**src/rtl/tower_sift.sv**
```systemverilog
module tower_sift #(
  parameter int E_W       = 10,
  parameter int N_ETA     = 24,
  parameter int N_PHI     = 24,
  parameter int CAB_W     = 9,
  parameter int IDX_W     = 5,
  parameter int TRIG_W    = 12,
  parameter int TRIG_FRAC = 10,
  parameter int ACC_W     = 32,
  parameter int SUM_W     = 24,
  parameter int SEED_RST  = 24,
  parameter int SHLD_RST  = 4
) (
  input  logic                    clk,
  input  logic                    rst_n,
  input  logic                    thr_we,
  input  logic                    thr_sel,
  input  logic [E_W:0]            thr_wdata,
  input  logic                    word_valid,
  input  logic [4*E_W-1:0]        word_data,
  input  logic [CAB_W-1:0]        word_cable,
  input  logic                    word_last,
  output logic [1:0]              tw_valid,
  output logic [2*(E_W+1)-1:0]    tw_et,
  output logic [2*IDX_W-1:0]      tw_eta,
  output logic [2*IDX_W-1:0]      tw_phi,
  output logic [1:0]              tw_seed,
  output logic [1:0]              tw_shoulder,
  output logic                    evt_done,
  output logic signed [ACC_W-1:0] met_x,
  output logic signed [ACC_W-1:0] met_y,
  output logic [SUM_W-1:0]        sum_et
);
  localparam int  ET_W   = E_W + 1;
  localparam int  CPP    = N_ETA / 2;
  localparam int  N_CAB  = N_ETA * N_PHI / 2;
  localparam real PI     = 3.14159265358979;
  localparam real SCALE  = real'(1 << TRIG_FRAC);

  logic [ET_W-1:0] seed_thr, shld_thr;
  logic [ET_W-1:0] et_l [2];
  logic [1:0]      nz, is_seed, is_shld;
  logic signed [TRIG_W-1:0] cos_tab [N_PHI];
  logic signed [TRIG_W-1:0] sin_tab [N_PHI];

  for (genvar l = 0; l < 2; l++) begin : g_lane
    assign et_l[l]    = ET_W'(word_data[2*l*E_W +: E_W]) + ET_W'(word_data[(2*l+1)*E_W +: E_W]);
    assign nz[l]      = et_l[l] != '0;
    assign is_seed[l] = et_l[l] >= seed_thr;
    assign is_shld[l] = !is_seed[l] && (et_l[l] >= shld_thr);
  end

  for (genvar g = 0; g < N_PHI; g++) begin : g_trig
    localparam real ANG = 2.0 * PI * (real'(g) + 0.5) / real'(N_PHI);
    assign cos_tab[g] = TRIG_W'(int'($floor($cos(ANG) * SCALE + 0.5)));
    assign sin_tab[g] = TRIG_W'(int'($floor($sin(ANG) * SCALE + 0.5)));
  end

  logic [CAB_W-1:0] phi_full, eta_full;
  logic [IDX_W-1:0] phi, eta0, phi_sel;
  logic             cab_ok, take;
  assign cab_ok   = word_cable < CAB_W'(N_CAB);
  assign take     = word_valid && cab_ok;
  assign phi_full = word_cable / CAB_W'(CPP);
  assign eta_full = (word_cable % CAB_W'(CPP)) << 1;
  assign phi      = phi_full[IDX_W-1:0];
  assign eta0     = eta_full[IDX_W-1:0];
  assign phi_sel  = cab_ok ? phi : '0;

  logic [ET_W:0]           pair_et;
  logic signed [ACC_W-1:0] etp_s, cos_s, sin_s;
  logic signed [ACC_W-1:0] acc_x, acc_y, nx_x, nx_y;
  logic [SUM_W-1:0]        acc_s, nx_s;

  assign pair_et = (ET_W+1)'(et_l[0]) + (ET_W+1)'(et_l[1]);
  assign etp_s   = signed'(ACC_W'(pair_et));
  assign cos_s   = ACC_W'(cos_tab[phi_sel]);
  assign sin_s   = ACC_W'(sin_tab[phi_sel]);
  assign nx_x    = acc_x + (take ? etp_s * cos_s : '0);
  assign nx_y    = acc_y + (take ? etp_s * sin_s : '0);
  assign nx_s    = acc_s + (take ? SUM_W'(pair_et) : '0);

  always_ff @(posedge clk) begin
    if (!rst_n) begin
      seed_thr    <= ET_W'(SEED_RST);
      shld_thr    <= ET_W'(SHLD_RST);
      tw_valid    <= '0;
      tw_et       <= '0;
      tw_eta      <= '0;
      tw_phi      <= '0;
      tw_seed     <= '0;
      tw_shoulder <= '0;
      evt_done    <= 1'b0;
      met_x       <= '0;
      met_y       <= '0;
      sum_et      <= '0;
      acc_x       <= '0;
      acc_y       <= '0;
      acc_s       <= '0;
    end else begin
      if (thr_we) begin
        if (thr_sel) shld_thr <= thr_wdata;
        else         seed_thr <= thr_wdata;
      end
      tw_valid    <= take ? nz : 2'b00;
      tw_seed     <= take ? (is_seed & nz) : 2'b00;
      tw_shoulder <= take ? (is_shld & nz) : 2'b00;
      if (take) begin
        tw_et  <= {et_l[1], et_l[0]};
        tw_eta <= {IDX_W'(eta0 + IDX_W'(1)), eta0};
        tw_phi <= {phi, phi};
      end
      evt_done <= word_valid && word_last;
      if (word_valid && word_last) begin
        met_x  <= nx_x;
        met_y  <= nx_y;
        sum_et <= nx_s;
        acc_x  <= '0;
        acc_y  <= '0;
        acc_s  <= '0;
      end else begin
        acc_x  <= nx_x;
        acc_y  <= nx_y;
        acc_s  <= nx_s;
      end
    end
  end
endmodule

```
**config.mk**
```make
export PLATFORM = sky130hd
export DESIGN_NAME = tower_sift
export DESIGN_NICKNAME = d
export VERILOG_FILES = /design/src/rtl/tower_sift.sv
export SDC_FILE = /design/constraint.sdc
export NUM_CORES = 1
export LEC_CHECK = 0
export BUFFER_PORTS_ARGS = -buffer_cell sky130_fd_sc_hd__buf_2
export CAP_MARGIN = 10
export CORE_MARGIN = 2
export CORE_UTILIZATION = 23
export CTS_BUF_LIST = sky130_fd_sc_hd__clkbuf_4
export DETAILED_ROUTE_END_ITERATION = 6
export PLACE_DENSITY_LB_ADDON = 0.2
export RECOVER_POWER = 50
export SKIP_CTS_REPAIR_TIMING = 1
export SYNTH_ARGS = -nofsm -noshare
export SYNTH_HDL_FRONTEND = slang
export SYNTH_SLANG_ARGS = --single-unit
```
**constraint.sdc**
```tcl
create_clock -name clk -period 11.4 [get_ports clk]
set_input_delay 1.71 -clock clk [delete_from_list [all_inputs] [get_ports clk]]
set_output_delay 1.71 -clock clk [all_outputs]
set_load 0.005 [all_outputs]
```
==> results of run 1 <==
worst min-delay path, delay by kind of cell (launching register included):
kind	cells	cell delay (ns)
flops	1	0.32
simple gates	1	0.04
compound gates	1	0.05
area by class of cell:
class / instances / area [um2]
Fill cell: 11400 / 74640
Timing Repair Buffer: 412 / 2606
Tap cell: 1380 / 1727
Sequential cell: 237 / 4745
Multi-Input combinational cell: 2212 / 17400
Clock inverter: 19 / 107.6
Antenna cell: 4 / 10.01
Clock buffer: 105 / 788.3
Inverter: 391 / 1468
cell families (layout without fill, tap and decap cells):
logic type / after synthesis / count (layout) / share of synthesized area
simple gates: 959 / 959 / 0.1776
compound gates: 594 / 594 / 0.1558
fa+ha+maj: 522 / 522 / 0.3368
buf+inv: 506 / 927 / 0.08212
flops: 237 / 237 / 0.1975
xor+xnor: 128 / 128 / 0.04666
mux: 8 / 8 / 0.003489
other cells: 1 / 5 / 0.0001561
metal layers:
metal	track usage	wire, um	share of wire	up-vias
met1	0.1745	33110	0.45	9878
met3	0.01859	1959	0.027	84
li1	-	-	-	10550
met2	0.2433	36450	0.50	245
met4	0.03969	1521	0.021	2
met5	0	17	0.00023	-
registers in the layout (all words and copies together), names as in the netlist:
| register | flops |
|---|---|
| met_x | 32 |
| tw_et | 22 |
| tw_shoulder | 2 |
| evt_done | 1 |
| acc_x | 32 |
| tw_valid | 2 |
| sum_et | 24 |
| acc_y | 32 |
| met_y | 32 |
| tw_phi | 5 |
| acc_s | 24 |
| shld_thr | 11 |
| seed_thr | 11 |
| tw_seed | 2 |
| tw_eta | 5 |
through the flow:
step                      TNS (ns)  setup WS [ns]  hold WS, ns
after CTS                        0         0.7731       0.4535
after global routing             0        0.01336       0.4735
final                            0         0.7281       0.4492
after floorplan                  0         0.1986       0.4363
after detailed placement   -0.7257        -0.1343       0.4347
after global placement     -0.8204        -0.1193       0.4326
cell usage in the layout (no fill, tap or decap), types with 26 or more instances in the layout:
master	count
xor2_1	58
a21oi_1	160
inv_1	386
dfxtp_1	237
clkbuf_4	105
nor3_1	38
a211oi_1	26
xnor2_1	65
nor2b_1	33
buf_4	201
nand2b_1	48
o21a_1	32
a21o_1	51
and3_1	28
fa_1	208
buf_2	140
nand2_1	298
nor2_1	370
clkbuf_1	62
nand3_1	38
o21ai_0	165
ha_1	313
final timing paths:
path                                 end  slack (ns)                    from  cells past startpoint
setup / recovery  met_y[30]$_SDFFE_PN0P_        0.73           word_data[21]                     41
hold / removal    met_x[26]$_SDFFE_PN0P_        0.45  met_x[26]$_SDFFE_PN0P_                      2
setup reg to reg  met_x[30]$_SDFFE_PN0P_        8.05     acc_x[0]$_SDFF_PP0_                     13
hold reg to reg   met_x[26]$_SDFFE_PN0P_        0.45  met_x[26]$_SDFFE_PN0P_                      2
==> impl_metrics.json, run 1 <==
{
  "detail-route-antenna-nets": 0,
  "period_share": 0.9361,
  "synth_area_per_cell_um2": 8.131,
  "min_path_type": "reg2reg",
  "drt_first_pass_iters": 5,
  "clockBufferDepth": 3,
  "dp_cells": 4632,
  "rsz0062_at_grt": "false",
  "seq_area_frac_synth": 0.1975,
  "num_rows": 118,
  "status": "finished, violations left",
  "drc": 0,
  "violations": "capacitance limit, slew limit",
  "final_cells": 4760,
  "max_freq_mhz": 93.70,
  "grt_use_total": 0.1379,
  "syn_inst": 2955,
  "design_area_um2": 28850,
  "drt_iter0_markers": 804,
  "cpMaxStageDelayCell": "a2111oi_0",
  "synthTopCellsByCount": "386 x inv_1, 371 x nor2_1, 313 x ha_1",
  "gp_congestion": 0.8264,
  "dpl_cell_area_um2": 28020,
  "synthFlopType": "dfxtp_1",
  "clk_pin_slew_ns": 0.06,
  "crit_path_end_kind": "flip-flop",
  "yosys.area.top_type": "dfxtp_1",
  "slew-limit-headroom": -1.014,
  "layout.nets": 3916,
  "cts_root_buf": "clkbuf_4",
  "overflow": 0,
  "synth_edf_count": 0,
  "yosysWarnings": 0,
  "cts_max_level": 3,
  "antenna_found_initial": 4,
  "portBuffers": 201,
  "start_util": 0.2322,
  "arrival_ns": 11.35,
  "tightestPinTransition_ns": 3.021,
  "numCtsBuffers": 75,
  "grt_pass1_wl_um": 117500,
  "ys_async_sr_fraction": 0,
  "min_period_ns": 10.67,
  "critPathRequiredTime_ns": 12.07,
  "syn_nets": 3542,
  "io_pins": 203,
  "synth_area_um2": 24030,
  "yosysMostFrequentCell": "inv_1",
  "die_y_um": 327.2,
  "synth_top_area_share": 0.1975,
  "slew_viol_final": 54,
  "ys_ff_latch": 237,
  "wl_um": 73070,
  "drive_above_1_share": 0.1537,
  "hold_viol_final": 0,
  "die_x_um": 327.2,
  "clock_latency_ns": 0.85,
  "start_kind": "input port",
  "post_drt_wl_per_cell_um": 15.35,
  "area_delta_synth_final_pct": 20.09,
  "cpMostUsedCell": "fa_1",
  "grt_max_degree": 82,
  "setup_viol": 0,
  "fin_util": 0.2788,
  "core_area_um2": 103500,
  "cts.sinks": 237,
  "dieArea_um2": 107100,
  "critPathMaxStageDelay_ns": 0.71,
  "fin_worst_skew_ns": 0.06899,
  "worst-path-buf-inv": 6,
  "ys_types": 76,
  "num_vias": 20760,
  "synthTopCellsByArea": "dfxtp_1 20%, fa_1 17%, ha_1 16%, inv_1 6.0%, nor2_1 5.8%",
  "critPathMaxFanout": 11,
  "vias_per_cell": 4.361,
  "drv_cap": 1,
  "cts_tree": "yes",
  "grt_pass1_vias": 21310,
  "place.detailed.hpwl_um": 58500,
  "crit_type": "in2reg",
  "crit_family": "adder cells"
}
Power of run 1 is not shown: default switching activity piles up to over one toggle a cycle in this logic, so the estimate is an artifact.
==> run 2: changes to the inputs <==
clock period = 10.37 ns   (was 11.4 ns; I/O delays follow)
==> run 2 against run 1 <==
The run still ends with capacitance limit, slew limit left. Worst hold slack worse by 0.0032 ns. Count of clock-buffer cells in the layout down 2. Critical endpoint is now met_x[28]$_SDFFE_PN0P_. Final cell count up 5.8%. Critical path type unchanged. Global-route usage up 0.48 points. Highest routed layer is now met4. Setup slack worse by 0.27 ns. Flip-flop and latch count unchanged. Design area up 9.5%. Register-to-register slack worse by 1.0 ns. Utilization up 2.6 points. Non-clock buffer count up 274. Sequential share of layout area down 1.4 points.
==> impl_metrics.json, run 2 (synthesized netlist as in run 1, its figures left out) <==
{
  "period_share": 0.9560,
  "portBuffers": 201,
  "post-place-ws_ns": -0.7501,
  "worst-path-buf-inv": 10,
  "die_x_um": 327.2,
  "post_drt_wl_per_cell_um": 15.24,
  "dieArea_um2": 107100,
  "clk_pin_slew_ns": 0.06,
  "area_delta_synth_final_pct": 31.49,
  "min_path_type": "reg2reg",
  "grt_pass1_wl_um": 120900,
  "antenna_found_initial": 4,
  "drt_first_pass_iters": 5,
  "layout.nets": 4188,
  "tightestPinTransition_ns": 2.650,
  "crit_type": "in2reg",
  "dpl_cell_area_um2": 30320,
  "drt_iter0_markers": 828,
  "n_fill_cell": 11210,
  "cts_max_level": 3,
  "hold_viol_final": 0,
  "place.detailed.hpwl_um": 61500,
  "critPathMaxStageDelay_ns": 0.54,
  "drv_cap": 1,
  "detail-route-antenna-nets": 0,
  "whs_ns": 0.4460,
  "clock_latency_ns": 0.89,
  "mostFrequentLayoutCells": "462 x buf_4, 386 x inv_1, 366 x nor2_1",
  "vias_per_cell": 4.317,
  "cpMaxStageDelayCell": "fa_1",
  "num_vias": 21740,
  "die_y_um": 327.2,
  "crit_family": "adder cells",
  "mostFrequentLayoutCell": "buf_4",
  "cts.sinks": 237,
  "min_period_ns": 9.914,
  "cts_root_buf": "clkbuf_4",
  "violations": "capacitance limit, slew limit",
  "design_area_um2": 31590,
  "setup_ws_ns": 0.4561,
  "core_area_um2": 103500,
  "fin_worst_skew_ns": 0.08905,
  "grt_max_degree": 82,
  "start_kind": "input port",
  "max_freq_mhz": 100.9,
  "overflow": 0,
  "setup_viol": 0,
  "gp_congestion": 0.8200,
  "clockBufferDepth": 3,
  "slew_viol_final": 53,
  "grt_use_total": 0.1427,
  "io_pins": 203,
  "wl_um": 76760,
  "arrival_ns": 10.63,
  "cts_tree": "yes",
  "drive_above_1_share": 0.2389,
  "slew-limit-headroom": -0.7666,
  "crit_path_end_kind": "flip-flop",
  "drc": 0,
  "start_util": 0.2322,
  "status": "finished, violations left",
  "critPathRequiredTime_ns": 11.09,
  "setup_tns_ns": 0,
  "num_rows": 118,
  "grt_pass1_vias": 22110,
  "critPathMaxFanout": 3,
  "numCtsBuffers": 73
}
run 2: cell types whose count changed in the layout (fill, tap and decap cells not counted), sizes merged:
cell / previous run / this run
buf: 350 / 616
clkinvlp: 1 / 2
inv: 391 / 390
clkbuf: 167 / 173
clkinv: 18 / 24
diode: 4 / 3
run 2: final cells by class:
cell class,instances,area [um2],area share
clock buffer,103,773.2,0.02448
clock inverter,25,128.9,0.004079
sequential,237,4745,0.1502
timing repair buffer,686,4776,0.1512
multi-input combinational,2212,17970,0.5688
antenna,3,7.507,0.0002376
tap,1380,1727,0.05465
inverter,391,1468,0.04646
run 2: worst paths after layout:
| kind | start | to | slack, ns | cells past startpoint |
|---|---|---|---|---|
| hold / removal | met_x[23]$_SDFFE_PN0P_ | met_x[23]$_SDFFE_PN0P_ | 0.45 | 2 |
| hold reg to reg | met_x[23]$_SDFFE_PN0P_ | met_x[23]$_SDFFE_PN0P_ | 0.45 | 2 |
| setup reg to reg | acc_s[0]$_SDFF_PP0_ | sum_et[20]$_SDFFE_PN0P_ | 7.03 | 13 |
| setup / recovery | word_data[1] | met_x[28]$_SDFFE_PN0P_ | 0.46 | 42 |
run 2: stage by stage:
stage               cells  utilization
floorplan            2955            -
finish               5037       0.3053
CTS                  5022       0.3017
global route         5036       0.3052
detailed placement   4894       0.2930
global placement     4894       0.2930
run 2: worst min-delay path: cells and delay by family (launching register included):
family / cells / cell delay, ns
DFF: 1 / 0.32
AOI/OAI and AO/OA: 1 / 0.05
and+or+nand+nor: 1 / 0.04
run 2: layer usage:
metal  routed length (um)  vias up  global-route usage
met3                 2391      103             0.02168
li1                     -    11110                   -
met4                 1855        0             0.04817
met2                38070      285              0.2476
met1                34440    10250              0.1798
met5                    0        -                   0
Power of run 2 is left out for the same reason.
